File: config.mk
export PLATFORM = sky130hd
export DESIGN_NAME = pwm8_prescaled
export DESIGN_NICKNAME = d
export VERILOG_FILES = /design/src/rtl/pwm8_pkg.sv /design/src/rtl/pwm8_regs.sv /design/src/rtl/pwm8_divider.sv /design/src/rtl/pwm8_core.sv /design/src/rtl/pwm8_prescaled.sv
export SDC_FILE = /design/constraint.sdc
export NUM_CORES = 1
export LEC_CHECK = 0
export BUFFER_PORTS_ARGS = -buffer_cell sky130_fd_sc_hd__buf_2
export CAP_MARGIN = 10
export CORE_AREA = 10 10 78 80
export DETAILED_ROUTE_END_ITERATION = 16
export DIE_AREA = 0 0 88 90
export PLACE_DENSITY = 0.75
export SETUP_SLACK_MARGIN = 0.05
export SYNTH_ARGS = -nofsm -noshare
export SYNTH_HDL_FRONTEND = slang
export SYNTH_SLANG_ARGS = --single-unit
File: constraint.sdc
create_clock -name clk_i -period 6.2 [get_ports clk_i]
set_input_delay 0.31 -clock clk_i [delete_from_list [all_inputs] [get_ports clk_i]]
set_output_delay 0.31 -clock clk_i [all_outputs]
set_load 0.02 [all_outputs]
File: src/rtl/pwm8_pkg.sv
package pwm8_pkg;
   localparam int CNT_W    = 8;
   localparam int EXP_W    = 3;
   localparam int DUTY_LSB = 8;
   localparam int POL_BIT  = 4;
   localparam int EXP_LSB  = 0;

   localparam int ADR_CFG  = 0;
   localparam int ADR_SRC  = 1;
   localparam int ADR_ON   = 2;
   localparam int ADR_OFF  = 3;
   localparam int ADR_STAT = 4;

   typedef struct packed {
      logic [CNT_W-1:0] duty;
      logic             pol;
      logic [EXP_W-1:0] expo;
   } cfg_t;
endpackage

File: src/rtl/pwm8_regs.sv
module pwm8_regs
   import pwm8_pkg::*;
#(
   parameter int DATA_W = 16,
   parameter int ADDR_W = 3
) (
   input  logic              clk_i,
   input  logic              rst_ni,
   input  logic              wr_i,
   input  logic [ADDR_W-1:0] addr_i,
   input  logic [DATA_W-1:0] wdata_i,
   input  logic              run_i,
   output cfg_t              cfg_o,
   output logic              sys_sel_o,
   output logic              want_o,
   output logic [DATA_W-1:0] rdata_o
);
   localparam logic [ADDR_W-1:0] A_CFG  = ADDR_W'(ADR_CFG);
   localparam logic [ADDR_W-1:0] A_SRC  = ADDR_W'(ADR_SRC);
   localparam logic [ADDR_W-1:0] A_ON   = ADDR_W'(ADR_ON);
   localparam logic [ADDR_W-1:0] A_OFF  = ADDR_W'(ADR_OFF);
   localparam logic [ADDR_W-1:0] A_STAT = ADDR_W'(ADR_STAT);

   cfg_t cfg_q;
   logic sel_q, want_q;

   always_ff @(posedge clk_i or negedge rst_ni) begin
      if (!rst_ni) begin
         cfg_q  <= '0;
         sel_q  <= 1'b0;
         want_q <= 1'b0;
      end else if (wr_i) begin
         case (addr_i)
            A_CFG: begin
               cfg_q.duty <= wdata_i[DUTY_LSB +: CNT_W];
               cfg_q.pol  <= wdata_i[POL_BIT];
               cfg_q.expo <= wdata_i[EXP_LSB +: EXP_W];
            end
            A_SRC: sel_q <= wdata_i[0];
            A_ON:  if (wdata_i[0]) want_q <= 1'b1;
            A_OFF: if (wdata_i[0]) want_q <= 1'b0;
            default: ;
         endcase
      end
   end

   always_comb begin
      rdata_o = '0;
      case (addr_i)
         A_CFG: begin
            rdata_o[DUTY_LSB +: CNT_W] = cfg_q.duty;
            rdata_o[POL_BIT]           = cfg_q.pol;
            rdata_o[EXP_LSB +: EXP_W]  = cfg_q.expo;
         end
         A_SRC:  rdata_o[0] = sel_q;
         A_STAT: rdata_o[0] = run_i;
         default: ;
      endcase
   end

   logic unused_wbits;
   generate
      if (DATA_W > DUTY_LSB + CNT_W) begin : g_wide
         assign unused_wbits = ^{wdata_i[DATA_W-1:DUTY_LSB+CNT_W],
                                 wdata_i[7:5], wdata_i[3]};
      end else begin : g_exact
         assign unused_wbits = ^{wdata_i[7:5], wdata_i[3]};
      end
   endgenerate

   assign cfg_o     = cfg_q;
   assign sys_sel_o = sel_q;
   assign want_o    = want_q;

   // a start write with bit 0 set raises the request
   p_on_write_r7: assert property (@(posedge clk_i) disable iff (!rst_ni)
      (wr_i && addr_i == A_ON && wdata_i[0]) |=> want_q);
   // a zero written to the start register leaves the request alone
   p_on_zero_r7: assert property (@(posedge clk_i) disable iff (!rst_ni)
      (wr_i && addr_i == A_ON && !wdata_i[0]) |=> $stable(want_q));
   // a stop write with bit 0 set drops the request
   p_off_write_r8: assert property (@(posedge clk_i) disable iff (!rst_ni)
      (wr_i && addr_i == A_OFF && wdata_i[0]) |=> !want_q);
endmodule

File: src/rtl/pwm8_divider.sv
module pwm8_divider
   import pwm8_pkg::*;
#(
   parameter int EXP_MAX = 6
) (
   input  logic             clk_i,
   input  logic             rst_ni,
   input  logic             slow_tick_i,
   input  logic             sys_tick_i,
   input  logic             sys_sel_i,
   input  logic [EXP_W-1:0] expo_i,
   output logic             ptick_o
);
   localparam int DIV_W = EXP_MAX;

   logic             src_tick;
   logic [DIV_W:0]   lim_full;
   logic [DIV_W-1:0] div_q;

   assign src_tick = sys_sel_i ? sys_tick_i : slow_tick_i;
   assign lim_full = ((DIV_W+1)'(1) << expo_i) - (DIV_W+1)'(1);
   // >= so that a smaller exponent loaded while idle never stalls the count
   assign ptick_o  = src_tick && (div_q >= lim_full[DIV_W-1:0]);

   logic unused_lim;
   assign unused_lim = lim_full[DIV_W];

   always_ff @(posedge clk_i or negedge rst_ni) begin
      if (!rst_ni)       div_q <= '0;
      else if (src_tick) div_q <= ptick_o ? '0 : div_q + 1'b1;
   end

   // the divider only ever sees a clamped exponent
   p_expo_legal_r4: assert property (@(posedge clk_i) disable iff (!rst_ni)
      expo_i <= EXP_W'(EXP_MAX));
   // the divider stands still when the selected source is quiet
   p_hold_no_src_r6: assert property (@(posedge clk_i) disable iff (!rst_ni)
      !(sys_sel_i ? sys_tick_i : slow_tick_i) |=> $stable(div_q));
endmodule

File: src/rtl/pwm8_core.sv
module pwm8_core
   import pwm8_pkg::*;
#(
   parameter int EXP_MAX = 6
) (
   input  logic             clk_i,
   input  logic             rst_ni,
   input  logic             ptick_i,
   input  logic             want_i,
   input  logic [CNT_W-1:0] duty_i,
   input  logic [EXP_W-1:0] expo_i,
   output logic [EXP_W-1:0] expo_act_o,
   output logic             run_o,
   output logic             active_o
);
   localparam logic [CNT_W-1:0] CNT_TOP = '1;
   localparam logic [EXP_W-1:0] EXP_LIM = EXP_W'(EXP_MAX);

   logic             run_q;
   logic [CNT_W-1:0] cnt_q, duty_sh;
   logic [EXP_W-1:0] expo_sh, expo_cl;
   logic             wrap;

   assign expo_cl = (expo_i > EXP_LIM) ? EXP_LIM : expo_i;
   assign wrap    = ptick_i && (cnt_q == CNT_TOP);

   always_ff @(posedge clk_i or negedge rst_ni) begin
      if (!rst_ni) begin
         run_q   <= 1'b0;
         cnt_q   <= '0;
         duty_sh <= '0;
         expo_sh <= '0;
      end else if (!run_q) begin
         cnt_q   <= '0;
         duty_sh <= duty_i;
         expo_sh <= expo_cl;
         if (ptick_i && want_i) run_q <= 1'b1;
      end else if (ptick_i) begin
         if (!want_i) begin
            run_q <= 1'b0;
            cnt_q <= '0;
         end else begin
            cnt_q <= cnt_q + 1'b1;
            if (wrap) begin
               duty_sh <= duty_i;
               expo_sh <= expo_cl;
            end
         end
      end
   end

   assign expo_act_o = expo_sh;
   assign run_o      = run_q;
   assign active_o   = run_q && (cnt_q < duty_sh);

   // the running state only changes on a prescaled tick
   p_run_on_tick_r7: assert property (@(posedge clk_i) disable iff (!rst_ni)
      ($rose(run_q) || $fell(run_q)) |-> $past(ptick_i));
   // a stopped channel keeps its counter at zero
   p_idle_zero_r8: assert property (@(posedge clk_i) disable iff (!rst_ni)
      !run_q |-> (cnt_q == '0));
   // each tick of a running channel advances the count by one
   p_cnt_step_r3: assert property (@(posedge clk_i) disable iff (!rst_ni)
      (run_q && want_i && ptick_i) |=> (cnt_q == $past(cnt_q) + 1'b1));
   // shadowed duty and exponent hold between wraps
   p_shadow_hold_r9: assert property (@(posedge clk_i) disable iff (!rst_ni)
      (run_q && !wrap) |=> ($stable(duty_sh) && $stable(expo_sh)));
endmodule

File: src/rtl/pwm8_prescaled.sv
module pwm8_prescaled
   import pwm8_pkg::*;
#(
   parameter int DATA_W  = 16,
   parameter int ADDR_W  = 3,
   parameter int EXP_MAX = 6
) (
   input  logic              clk_i,
   input  logic              rst_ni,
   input  logic              slow_tick_i,
   input  logic              sys_tick_i,
   input  logic              reg_wr_i,
   input  logic [ADDR_W-1:0] reg_addr_i,
   input  logic [DATA_W-1:0] reg_wdata_i,
   output logic [DATA_W-1:0] reg_rdata_o,
   output logic              pwm_o
);
   generate
      if (DATA_W < DUTY_LSB + CNT_W) begin : g_bad_data
         $error("DATA_W too narrow for the duty field");
      end
      if (EXP_MAX < 1 || EXP_MAX > (1 << EXP_W) - 2) begin : g_bad_exp
         $error("EXP_MAX must lie in 1 .. 2^EXP_W-2");
      end
      if ((1 << ADDR_W) <= ADR_STAT) begin : g_bad_addr
         $error("ADDR_W too narrow for the register map");
      end
   endgenerate

   cfg_t             cfg;
   logic             sys_sel, want, run, active, ptick;
   logic [EXP_W-1:0] expo_act;

   pwm8_regs #(.DATA_W(DATA_W), .ADDR_W(ADDR_W)) u_regs (
      .clk_i     (clk_i),
      .rst_ni    (rst_ni),
      .wr_i      (reg_wr_i),
      .addr_i    (reg_addr_i),
      .wdata_i   (reg_wdata_i),
      .run_i     (run),
      .cfg_o     (cfg),
      .sys_sel_o (sys_sel),
      .want_o    (want),
      .rdata_o   (reg_rdata_o)
   );

   pwm8_divider #(.EXP_MAX(EXP_MAX)) u_div (
      .clk_i       (clk_i),
      .rst_ni      (rst_ni),
      .slow_tick_i (slow_tick_i),
      .sys_tick_i  (sys_tick_i),
      .sys_sel_i   (sys_sel),
      .expo_i      (expo_act),
      .ptick_o     (ptick)
   );

   pwm8_core #(.EXP_MAX(EXP_MAX)) u_core (
      .clk_i      (clk_i),
      .rst_ni     (rst_ni),
      .ptick_i    (ptick),
      .want_i     (want),
      .duty_i     (cfg.duty),
      .expo_i     (cfg.expo),
      .expo_act_o (expo_act),
      .run_o      (run),
      .active_o   (active)
   );

   // polarity is applied after the comparator, so it acts at once
   assign pwm_o = cfg.pol ? active : !active;

   // a stopped channel drives the inactive level of the current polarity
   p_idle_level_r5: assert property (@(posedge clk_i) disable iff (!rst_ni)
      !run |-> (pwm_o == !cfg.pol));
endmodule

==> metrics.cfg <==
[finish]
final_cell_mix = 40 x dfrtp_1, 32 x buf_2, 19 x nand2_1, 16 x ha_1, 15 x mux2_2
seq_area_sq_um = 1000
fill_cells = 392
drive_gt1_frac = 0.273
nets = 295
synthToLayoutAreaGrowth_pct = 11.4
fin_area_sq_um = 2660
antenna_cells = 0
utilization = 0.577
multi_input_area_sq_um = 1280
layout_commonest_cell = dfrtp_1

[placed_design]
gp_congestion = 0.859
hpwlAfterDp_microns = 3460
placed_area_sq_um = 2550
io_buffers = 32

[clocking]
cts_made_buffers = 5
htree_levels = 2
clock_path_buffers = 2
insertion_delay_ps = 290
hold_buffers = 0
cts-resized-gates = 0
clk_pin_slew_ps = 80
post-cts-setup-buffers = 0
cts_sinks = 40
cts_tree = done
cts_root_buffer = clkbuf_8

[sta]
hold_viol_final = 0
finalSetupTns_ps = 0
slew_headroom = 0.259
fin_crit_sh = 0.594
setup_viol_count_final = 0
hold_slack_ps = 134
slew_viol_final = 0
grt_setup_unrepaired = false
clock_skew_ps = 6.40
tightestPinTransition_ps = 1080
timing.fmax_ghz = 0.272
layout_min_cycle_time_ps = 3680

[routing]
drtIter0Drc = 100
drc = 0
antenna_left = 0
firstDrtPassIters = 4
vias = 1762
avgViaCountPerCell = 5.68
finalWirelength_microns = 4700
wl_per_cell_microns = 15.2

[power_and_ir_drop]
p_per_area_nw_per_um2 = 387
fin_total_pwr_mw = 1.03
p_leak_nw = 1.27
ir_drop_mv = 0.221

[yosys]
syn_avg_cell_area_sq_um = 10.5
ys.flop_type = dfrtp_1
synthArstFlopShare = 1.00
seq_area_frac_synth = 0.420
synth_warnings = 0
synth_cells = 226
synth_area_sq_um = 2380
synth_enable_flop_cells = 0
synth_seq_cells = 40
ys_types = 45

[global_route]
grt_overflow_total = 0
grt_pass1_vias = 1821
grt_use_total = 0.126
grt_max_degree = 41
grt_pass1_wl_microns = 8290
antenna_found_initial = 0

[setup_path]
worstPathMaxFanout = 16
worstPathArrival_ps = 3860
critPathKind = reg -> reg
crit_slowest_cell = o221ai_2
path_cells = or3_1 > ha_1 > nor3_1 > a21oi_1 > o21a_1 > ha_1 > nand4_1 > o221ai_2 > a31oi_2 > mux2_4
start_kind = flip-flop
max_stage_delay_ps = 600
cp_common_cell = ha_1
required_ps = 6380
crit_start = u_core.expo_act_o[2]$_DFFE_PN0P_
r2r_start = u_core.expo_act_o[2]$_DFFE_PN0P_
crit_path_end_kind = flip-flop

[floorplan]
fp.dieArea_sq_um = 7920
initial_core_util = 0.518
top_level_ports = 41
rows = 25
chipWidth_microns = 88
core_area_sq_um = 4600
die_y_microns = 90

[min_path]
hold_path_class = in -> async

[outcome]
status = completed

[run]
drv_cap = 0

==> layout make-up <==
cell class | instances | area share
clock inverters | 2 | 0.0132
flip-flops and latches | 40 | 0.377
clock buffers | 6 | 0.0273
multi-input cells | 165 | 0.481
well taps | 54 | 0.0254
repair buffers | 32 | 0.0603
inverters | 11 | 0.0156
==> flip-flops by register name (all words and copies together), names as in the netlist, named ones only <==
signal             cells
u_core.cnt_q           8
u_core.duty_sh         8
u_core.expo_act_o      3
u_div.div_q            6
u_regs.cfg_o          12
u_regs.sys_sel_o       1
u_regs.want_o          1
==> critical path, delay by kind of cell, from the launching register on <==
family | cells | cell delay, ps
AO/OA/AOI/OAI | 4 | 1410
flip-flops | 1 | 450
AND/OR/NAND/NOR | 3 | 740
multiplexers | 1 | 440
adder cells (fa/ha/maj) | 2 | 540
==> per-stage QoR <==
stage	instances	worst slack [ps]
after floorplan	229	3390
after global placement	302	2610
after detailed placement	302	2500
after CTS	310	2500
after global routing	310	2260
final	310	2520
==> path summary, 6_finish.rpt <==
kind	end	slack [ps]	cells after the start
max	u_core.duty_sh[1]$_DFFE_PN0P_	2520	10
min	u_regs.cfg_o[4]$_DFFE_PN0P_	130	1
max reg2reg	u_core.duty_sh[1]$_DFFE_PN0P_	2520	10
min reg2reg	u_core.duty_sh[7]$_DFFE_PN0P_	510	1
max in group asynchronous	async pin	5510	1
min in group clk_i	u_regs.cfg_o[3]$_DFFE_PN0P_	240	2
==> cells by family (layout without fill, tap and decap cells) <==
family                     after synthesis  count (layout)  share of synthesized area
xor gates and xnor gates                 2               2                    0.00735
DFF                                     40              40                      0.420
AOI/OAI and AO/OA                       44              44                      0.127
buffers and inverters                   24              51                     0.0488
other                                    1               4                    0.00157
and+or+nand+nor                         71              71                      0.165
muxes                                   28              28                      0.146
adders and majority gates               16              16                     0.0840
==> power by group <==
group	total, mW	leakage [nW]	switching (mW)	internal [mW]
Clock	0.207	0.0552	0.0881	0.119
Combinational	0.414	0.710	0.217	0.197
Sequential	0.407	0.504	0.0744	0.332
Total	1.03	1.27	0.380	0.648
==> cells in the mapped netlist (2+ instances only) <==
| cell type | number | share of area |
|---|---|---|
| nand2_1 | 19 | 0.030 |
| nor3_1 | 8 | 0.017 |
| nand3_2 | 2 | 0.0084 |
| inv_1 | 10 | 0.016 |
| mux2i_1 | 3 | 0.013 |
| o21ai_0 | 11 | 0.023 |
| xnor2_1 | 2 | 0.0074 |
| or3_1 | 2 | 0.0052 |
| a32o_1 | 5 | 0.021 |
| ha_1 | 16 | 0.084 |
| a21o_1 | 4 | 0.013 |
| buf_2 | 3 | 0.0063 |
| dfrtp_1 | 40 | 0.42 |
| and3_1 | 3 | 0.0079 |
| nor3b_1 | 2 | 0.0063 |
| nand3_1 | 8 | 0.017 |
| a211oi_1 | 3 | 0.0094 |
| and2_1 | 12 | 0.031 |
| clkbuf_1 | 5 | 0.0079 |
| mux2_4 | 10 | 0.063 |
| mux2_2 | 15 | 0.071 |
| nand2b_1 | 3 | 0.0079 |
| buf_4 | 4 | 0.013 |
| nand4b_1 | 2 | 0.0074 |
| a21oi_1 | 12 | 0.025 |
| nor2_1 | 3 | 0.0047 |
==> per-layer routing <==
metal | wire length [microns] | vias up | GRT usage
met1 | 2120 | 852 | 0.155
met2 | 2310 | 41 | 0.202
met4 | 69 | 0 | 0.0479
li1 | - | 862 | -
met5 | 0 | - | 0
met3 | 202 | 7 | 0.0334
(Power assumes the default switching activity.)
